===== config.mk =====
export PLATFORM = sky130hd
export DESIGN_NAME = mon_limit_cmp
export DESIGN_NICKNAME = d
export VERILOG_FILES = /design/src/rtl/mlc_pkg.sv /design/src/rtl/mlc_chan_cmp.sv /design/src/rtl/mlc_flag_pack.sv /design/src/rtl/mon_limit_cmp.sv
export SDC_FILE = /design/constraint.sdc
export NUM_CORES = 1
export LEC_CHECK = 0
export ABC_AREA = 1
export BUFFER_PORTS_ARGS = -buffer_cell sky130_fd_sc_hd__buf_4
export CAP_MARGIN = 5
export CORE_AREA = 2 2 171 173
export CTS_CLUSTER_DIAMETER = 200
export DETAILED_ROUTE_END_ITERATION = 8
export DIE_AREA = 0 0 173 175
export PLACE_DENSITY = 0.6
export SLEW_MARGIN = 20
export SYNTH_ARGS = -nofsm -noshare
export SYNTH_HDL_FRONTEND = slang
export SYNTH_SLANG_ARGS = --single-unit

===== constraint.sdc =====
create_clock -name clk_i -period 0.85 [get_ports clk_i]
set_input_delay 0.2125 -clock clk_i [delete_from_list [all_inputs] [get_ports clk_i]]
set_output_delay 0.2125 -clock clk_i [all_outputs]
set_load 0.02 [all_outputs]

===== src/rtl/mlc_pkg.sv =====
package mlc_pkg;
  localparam int unsigned MLC_WORD_W   = 16;
  localparam int unsigned MLC_NUM_CH   = 5;
  localparam int unsigned MLC_LIM_PER  = 4;
  localparam int unsigned MLC_MAIN_CH  = 4;
  localparam int unsigned MLC_NUM_WORD = MLC_NUM_CH * MLC_LIM_PER;
  localparam int unsigned MLC_NUM_BYTE = MLC_NUM_WORD * 2;

  // Order of the four limit words inside one channel slot
  typedef enum logic [1:0] {
    LIM_HI_ALM = 2'd0,
    LIM_LO_ALM = 2'd1,
    LIM_HI_WRN = 2'd2,
    LIM_LO_WRN = 2'd3
  } lim_kind_e;

  typedef struct packed {
    logic hi_alm;
    logic lo_alm;
    logic hi_wrn;
    logic lo_wrn;
  } lim_flags_t;

  typedef struct packed {
    logic [7:0] alm_main;
    logic [7:0] alm_ext;
    logic [7:0] wrn_main;
    logic [7:0] wrn_ext;
  } flag_bytes_t;
endpackage


===== src/rtl/mlc_chan_cmp.sv =====
module mlc_chan_cmp #(
  parameter int unsigned WORD_W     = 16,
  parameter bit          SIGNED_CMP = 1'b0
) (
  input  logic                clk_i,
  input  logic                rst_ni,
  input  logic [WORD_W-1:0]   value_i,
  input  logic [WORD_W-1:0]   hi_alm_i,
  input  logic [WORD_W-1:0]   lo_alm_i,
  input  logic [WORD_W-1:0]   hi_wrn_i,
  input  logic [WORD_W-1:0]   lo_wrn_i,
  output mlc_pkg::lim_flags_t flags_o
);
  logic alm_ordered;
  logic wrn_ordered;

  generate
    if (SIGNED_CMP) begin : g_signed
      always_comb begin
        flags_o.hi_alm = $signed(value_i) > $signed(hi_alm_i);
        flags_o.lo_alm = $signed(value_i) < $signed(lo_alm_i);
        flags_o.hi_wrn = $signed(value_i) > $signed(hi_wrn_i);
        flags_o.lo_wrn = $signed(value_i) < $signed(lo_wrn_i);
        alm_ordered    = $signed(hi_alm_i) >= $signed(lo_alm_i);
        wrn_ordered    = $signed(hi_wrn_i) >= $signed(lo_wrn_i);
      end
    end else begin : g_unsigned
      always_comb begin
        flags_o.hi_alm = value_i > hi_alm_i;
        flags_o.lo_alm = value_i < lo_alm_i;
        flags_o.hi_wrn = value_i > hi_wrn_i;
        flags_o.lo_wrn = value_i < lo_wrn_i;
        alm_ordered    = hi_alm_i >= lo_alm_i;
        wrn_ordered    = hi_wrn_i >= lo_wrn_i;
      end
    end
  endgenerate

  AST_EQ_HI_NO_FLAG: assert property (@(posedge clk_i) disable iff (!rst_ni)
    (value_i == hi_alm_i) |-> !flags_o.hi_alm);
  AST_EQ_LO_NO_FLAG: assert property (@(posedge clk_i) disable iff (!rst_ni)
    (value_i == lo_wrn_i) |-> !flags_o.lo_wrn);
  AST_ALM_EXCLUSIVE: assert property (@(posedge clk_i) disable iff (!rst_ni)
    alm_ordered |-> !(flags_o.hi_alm && flags_o.lo_alm));
  AST_WRN_EXCLUSIVE: assert property (@(posedge clk_i) disable iff (!rst_ni)
    wrn_ordered |-> !(flags_o.hi_wrn && flags_o.lo_wrn));
endmodule


===== src/rtl/mlc_flag_pack.sv =====
module mlc_flag_pack #(
  parameter int unsigned NUM_CH  = 5,
  parameter int unsigned MAIN_CH = 4
) (
  input  mlc_pkg::lim_flags_t flags_i [NUM_CH],
  output mlc_pkg::flag_bytes_t bytes_o
);
  localparam int unsigned EXT_CH = NUM_CH - MAIN_CH;

  logic [7:0] alm_main;
  logic [7:0] alm_ext;
  logic [7:0] wrn_main;
  logic [7:0] wrn_ext;

  generate
    for (genvar c = 0; c < MAIN_CH; c++) begin : g_main
      assign alm_main[7-2*c] = flags_i[c].hi_alm;
      assign alm_main[6-2*c] = flags_i[c].lo_alm;
      assign wrn_main[7-2*c] = flags_i[c].hi_wrn;
      assign wrn_main[6-2*c] = flags_i[c].lo_wrn;
    end
    for (genvar e = 0; e < EXT_CH; e++) begin : g_ext
      assign alm_ext[7-2*e] = flags_i[MAIN_CH+e].hi_alm;
      assign alm_ext[6-2*e] = flags_i[MAIN_CH+e].lo_alm;
      assign wrn_ext[7-2*e] = flags_i[MAIN_CH+e].hi_wrn;
      assign wrn_ext[6-2*e] = flags_i[MAIN_CH+e].lo_wrn;
    end
    if (EXT_CH < 4) begin : g_rsvd
      assign alm_ext[7-2*EXT_CH:0] = '0;
      assign wrn_ext[7-2*EXT_CH:0] = '0;
    end
  endgenerate

  assign bytes_o = '{alm_main: alm_main, alm_ext: alm_ext,
                     wrn_main: wrn_main, wrn_ext: wrn_ext};
endmodule


===== src/rtl/mon_limit_cmp.sv =====
module mon_limit_cmp
  import mlc_pkg::*;
#(
  parameter int unsigned WORD_W = MLC_WORD_W,
  parameter int unsigned NUM_CH = MLC_NUM_CH
) (
  input  logic                         clk_i,
  input  logic                         rst_ni,
  input  logic                         sample_i,
  input  logic [NUM_CH*WORD_W-1:0]     reading_i,
  input  logic [NUM_CH*MLC_LIM_PER*WORD_W-1:0] limit_bytes_i,
  output logic [7:0]                   alarm_main_o,
  output logic [7:0]                   alarm_ext_o,
  output logic [7:0]                   warn_main_o,
  output logic [7:0]                   warn_ext_o
);
  localparam int unsigned BYTES_PER_WORD = WORD_W / 8;

  // Reset: asserted asynchronously, released through two flops
  logic rst_sync_q1, rst_sync_q2;
  always_ff @(posedge clk_i or negedge rst_ni) begin
    if (!rst_ni) begin
      rst_sync_q1 <= 1'b0;
      rst_sync_q2 <= 1'b0;
    end else begin
      rst_sync_q1 <= 1'b1;
      rst_sync_q2 <= rst_sync_q1;
    end
  end

  lim_flags_t  ch_flags [NUM_CH];
  flag_bytes_t packed_d;
  flag_bytes_t flags_d;
  flag_bytes_t flags_q;

  generate
    for (genvar c = 0; c < NUM_CH; c++) begin : g_ch
      logic [WORD_W-1:0] lim_w [MLC_LIM_PER];
      for (genvar k = 0; k < MLC_LIM_PER; k++) begin : g_word
        localparam int unsigned WIDX = c * MLC_LIM_PER + k;
        // Lower byte address carries the most significant byte
        for (genvar b = 0; b < BYTES_PER_WORD; b++) begin : g_byte
          assign lim_w[k][WORD_W-1-8*b -: 8] =
            limit_bytes_i[8*(WIDX*BYTES_PER_WORD+b) +: 8];
        end
      end
      mlc_chan_cmp #(
        .WORD_W    (WORD_W),
        .SIGNED_CMP(c == 0)
      ) u_cmp (
        .clk_i   (clk_i),
        .rst_ni  (rst_sync_q2),
        .value_i (reading_i[c*WORD_W +: WORD_W]),
        .hi_alm_i(lim_w[LIM_HI_ALM]),
        .lo_alm_i(lim_w[LIM_LO_ALM]),
        .hi_wrn_i(lim_w[LIM_HI_WRN]),
        .lo_wrn_i(lim_w[LIM_LO_WRN]),
        .flags_o (ch_flags[c])
      );
    end
  endgenerate

  mlc_flag_pack #(
    .NUM_CH (NUM_CH),
    .MAIN_CH(MLC_MAIN_CH)
  ) u_pack (
    .flags_i(ch_flags),
    .bytes_o(packed_d)
  );

  always_comb begin
    flags_d = flags_q;
    if (sample_i) flags_d = packed_d;
  end

  always_ff @(posedge clk_i or negedge rst_sync_q2) begin
    if (!rst_sync_q2) flags_q <= '0;
    else              flags_q <= flags_d;
  end

  assign alarm_main_o = flags_q.alm_main;
  assign alarm_ext_o  = flags_q.alm_ext;
  assign warn_main_o  = flags_q.wrn_main;
  assign warn_ext_o   = flags_q.wrn_ext;

  AST_RSVD_ZERO: assert property (@(posedge clk_i) disable iff (!rst_sync_q2)
    (alarm_ext_o[5:0] == 6'd0) && (warn_ext_o[5:0] == 6'd0));
  AST_HOLD_NO_STROBE: assert property (@(posedge clk_i) disable iff (!rst_sync_q2)
    !sample_i |=> $stable({alarm_main_o, alarm_ext_o, warn_main_o, warn_ext_o}));
  AST_RESET_CLEAR: assert property (@(posedge clk_i) disable iff (!rst_sync_q2)
    $rose(rst_sync_q2) |-> ({alarm_main_o, alarm_ext_o, warn_main_o, warn_ext_o} == 32'd0));
endmodule


# After elaboration in Yosys (flattened, before gate mapping)
# Index checks and enable logic that the tools add are counted.
[totals]
regBits = 22
latch_bits = 0
ramBits = 0
romBits = 0
input_bits = 403
output_inout_bits = 32
word_cells = 26
memories = 0
[classes]
addsub = 0
n_mul = 0
div = 0
n_lt_le_gt_ge = 20
eq_ne = 0
shifts = 0
muxes = 0
bitwise = 0
reduce_logical = 0
[op_table]
columns = ["cell", "count"]
rows = [
  ["> comparator 16 bit", 10],
  ["< comparator 16 bit", 10],
]

# Logic depth before layout (Yosys ltp)
[logic_depth]
depth_word = 1
ltp_mapped = 14

# Cells and area by module
# From an unflattened synthesis, not the netlist that was laid out.
[hier_totals]
cells_unflattened = 1555
hier_area_um2 = 10019.6
[by_module_without_submodules]
columns = ["module", "n_inst", "cells_each", "area_each_um2"]
rows = [
  ["mlc_chan_cmp at g_ch[1].u_cmp ...", 4, 273, 1675.4],
  ["mlc_chan_cmp at g_ch[0].u_cmp", 1, 291, 1727.9],
  ["mon_limit_cmp", 1, 139, 1346.3],
  ["mlc_flag_pack", 1, 33, 244.0],
]

# Worst setup path after synthesis
# OpenSTA, ideal clock, no wires.
[synth_path]
path_type = "input to register"
from = "input port limit_bytes_i[21]"
to = "register flags_q (netlist bit alarm_main_o[6])"
setup_ps = 116
arrival_time_ps = 1160
setup_slack_ps = -426
cell_stages = 10
path_cell_list = "inv_1 ha_1 a21o_1 a21o_1 a21oi_2 nand2_1 nand2_1 nand2_1 nand2_1 nand2_1"
[synth_via]
elab_chain_len = 1
[synth_rtl]
columns = ["item", "line", "rtl"]
rows = [
  ["start: declaration", "mon_limit_cmp.sv:11", "input logic [NUM_CH*MLC_LIM_PER*WORD_W-1:0] limit_bytes_i,"],
  ["< comparator 16 bit", "mlc_chan_cmp.sv:21", "flags_o.lo_alm = $signed(value_i) < $signed(lo_alm_i);"],
  ["end signal: assignment", "mon_limit_cmp.sv:78", "else flags_q <= flags_d;"],
  ["end: declaration", "mon_limit_cmp.sv:34", "flag_bytes_t flags_q;"],
]
# Every way passes these cells.
# A chain may end at the register's enable or synchronous reset.

# Worst setup path after layout
[layout_path]
from = "input port limit_bytes_i[57]"
to = "register flags_q (netlist bit warn_main_o[6])"
[layout_via]
elab_chain_len = 1
[layout_rtl]
columns = ["item", "line", "rtl"]
rows = [
  ["< comparator 16 bit", "mlc_chan_cmp.sv:23", "flags_o.lo_wrn = $signed(value_i) < $signed(lo_wrn_i);"],
]
# Every way passes these cells.

==> results.toml <==
[status]
status = "finished with violations"
violations = "negative setup slack"

[drt]
totalWireLength_um = 35000
drt_pass1_iterations = 4
drtIter0Drc = 273
routed_via_density = 4.71
wl_per_cell_um = 15.9
drc = 0
routed-via-count = 10400
ant_nets = 0

[power]
clkPwrFrac_pct = 10.6
internal_power_mw = 6.46
seq_power_share_pct = 11.6
sw_frac_of_total_pct = 42.3
powerDensity_nw_per_um2 = 658
p_comb_share_pct = 77.8
ir_drop_uv = 837
switchingPower_mw = 4.73
p_leak_nw = 8.58

[clock_tree]
clock-sinks = 22
cts_buffer_depth = 2
cts_max_level = 1
clk_latency_ns = 0.27
clkTransAtPathRegs_ns = 0.07
ctsRootBufferMaster = "clkbuf_16"
cts_tree = "yes"
cts_made_buffers = 3

[global_routing]
grt_start_max_net_pins = 13
grt_pass1_wl_um = 55000
grt_pass1_vias = 11100
grt_use_total_pct = 22.5
grt.overflow.total = 0
antenna_found_initial = 1

[placed_design]
dp.cells = 2194
dp_hpwl_um = 29400
gp_congestion = 0.923
post-place-ws_ns = -0.691
port_buffers = 422

[min_path]
hold_path.class = "reg -> async"

[sta]
whs_ns = 0.189
fmax_mhz = 840
hold_viol = 0
rsz0062_at_grt = "true"
skew_ns = 0.00781
period_share_pct = 140
fin_setup_tns_ns = -7.87
finalSetupViolations = 40
layout_setup_ws_ns = -0.340
period_needed_ns = 1.19
slew_viol_final = 0

[floorplan]
core_area_sq_um = 28400
die_w_um = 173
die_area_sq_um = 30300
ios = 435
start_util_pct = 31.1
die_h_um = 175
rows = 62

[logic_synthesis]
synthFlopType = "dfrtp_1"
synthDistinctLibCells = 27
synth-edff-count = 0
synth-seq-cells = 22
yosysTopAreaCell = "ha_1"
yosysSeqAreaShare_pct = 6.23
yosysMostFrequentCell = "inv_1"
yosysTopAreaCellShare_pct = 43.9
synthTopCellsByArea = "ha_1 (44%), inv_1 (16%), nand2_1 (11%), a21oi_1 (7.1%), dfrtp_1 (6.2%)"
synth.avg_cell_area_sq_um = 6.55
ys_warn_count = 0
syn_area_sq_um = 8840
async_flop_share_pct = 100
synth_top_cells_by_count = "inv_1 (381), ha_1 (310), nand2_1 (253), a21oi_1 (125), nor2_1 (58)"
synthCells = 1349

[critical_path]
cp.required_ns = 1.02
cp-end-kind = "flip-flop"
cp_slowest_cell = "ha_4"
cp_top_family = "simple AND/OR/NAND/NOR gates"
crit_type = "in -> reg"
worstPathArrival_ns = 1.36
cp_max_fo = 2
cp_slowest_stage_delay_ns = 0.20
start_kind = "input pin"
path_cells = "buf_4 -> inv_1 -> ha_4 -> nand2_1 -> nand2_1 -> nand2_1 -> nand2_1 -> nand2_1 -> nand2_1 -> nand2_1 -> nand2_1 -> nand2_1 -> nand2_1 -> nand2_1 -> nand2_1"
crit_top_cell = "nand2_1"
crit_buf_inv = 2

[final_layout]
syn_to_final_growth_pct = 92.3
final_nets = 2533
final_util_pct = 59.9
drive_above_1_share_pct = 55.4
final_cells = 2204

[run]
cap_violations = 0
layout make-up:
type                       instances  area, sq um
clock buffer                       4         88.8
inverter                         382         1740
sequential                        22          551
timing repair buffer             471         4120
antenna                            1         2.50
multi-input combinational        940        10000
tap                              384          480
fill                            2521        11400
stage by stage:
stage	cell area [sq um]	total power [mW]
after global routing	17000	12.3
after CTS	16400	10.7
final	17000	11.2
after global placement	14200	7.96
after detailed placement	14200	8.11
after floorplan	10300	4.88
registers in the layout, summed over array words and instances, names as in the netlist:
signal        count
rst_sync_q1       1
rst_sync_q2       1
warn_main_o       8
alarm_main_o      8
alarm_ext_o       2
warn_ext_o        2
what timing repair did:
item,in CTS,in global routing
setup endpoints to repair,40,40
setup buffers,3,1
hold endpoints to repair,2,0
gates resized for setup,382,151
hold buffers,1,0
pin swaps,226,97
cell families (layout without fill, tap and decap cells):
logic type	Yosys count	after routing	synth area share, %
buf+inv	398	857	17.5
simple gates	393	393	18.4
fa+ha+maj	310	310	43.9
compound gates	224	224	13.9
flops	22	22	6.23
other cells	2	14	0.0850
metal layers:
metal / routed length [um] / share of wire [%] / track usage, %
met4: 1100 / 3.1 / 6.71
met3: 1810 / 5.2 / 3.59
met5: 0 / 0 / 0
met2: 18400 / 53 / 43.6
met1: 13700 / 39 / 24.9
power groups by stage:
stage	registers, mW	logic [mW]	clock network (mW)
CTS	1.30	8.14	1.26
floorplan	1.46	3.42	0
finish	1.30	8.70	1.18
detailed placement	1.30	6.82	0
global placement	1.29	6.66	0
global route	1.32	9.68	1.29
final timing paths:
kind,from,to,slack [ns],cells after the start
min in group clk_i,rst_sync_q1,rst_sync_q2,0.35,0
hold / removal,rst_sync_q2,alarm_main_o[0],0.19,1
setup / recovery,limit_bytes_i[57],warn_main_o[6],-0.34,15
max in group asynchronous,rst_ni,rst_sync_q2,0.48,2
hold reg to reg,rst_sync_q2,alarm_main_o[0],0.19,1
setup reg to reg,alarm_main_o[5],alarm_main_o[5],0.09,3
cells in the final DEF (no fill, tap or decap), drive strengths merged:
| cell | instances |
|---|---|
| o21ai | 55 |
| clkbuf | 4 |
| nor4 | 2 |
| ha | 310 |
| o21bai | 3 |
| nand3 | 31 |
| dlygate4sd3 | 1 |
| o21a | 5 |
| nor3 | 21 |
| a21o | 7 |
| dfrtp | 22 |
| nand3b | 2 |
| diode | 1 |
| a21oi | 127 |
| nor3b | 1 |
| inv | 382 |
| o21ba | 1 |
| a211oi | 19 |
| nor2 | 58 |
| nand2 | 253 |
| nand4 | 25 |
| a31oi | 7 |
| buf | 470 |
| conb | 13 |
No activity file was read; power rests on OpenSTA's default activity.
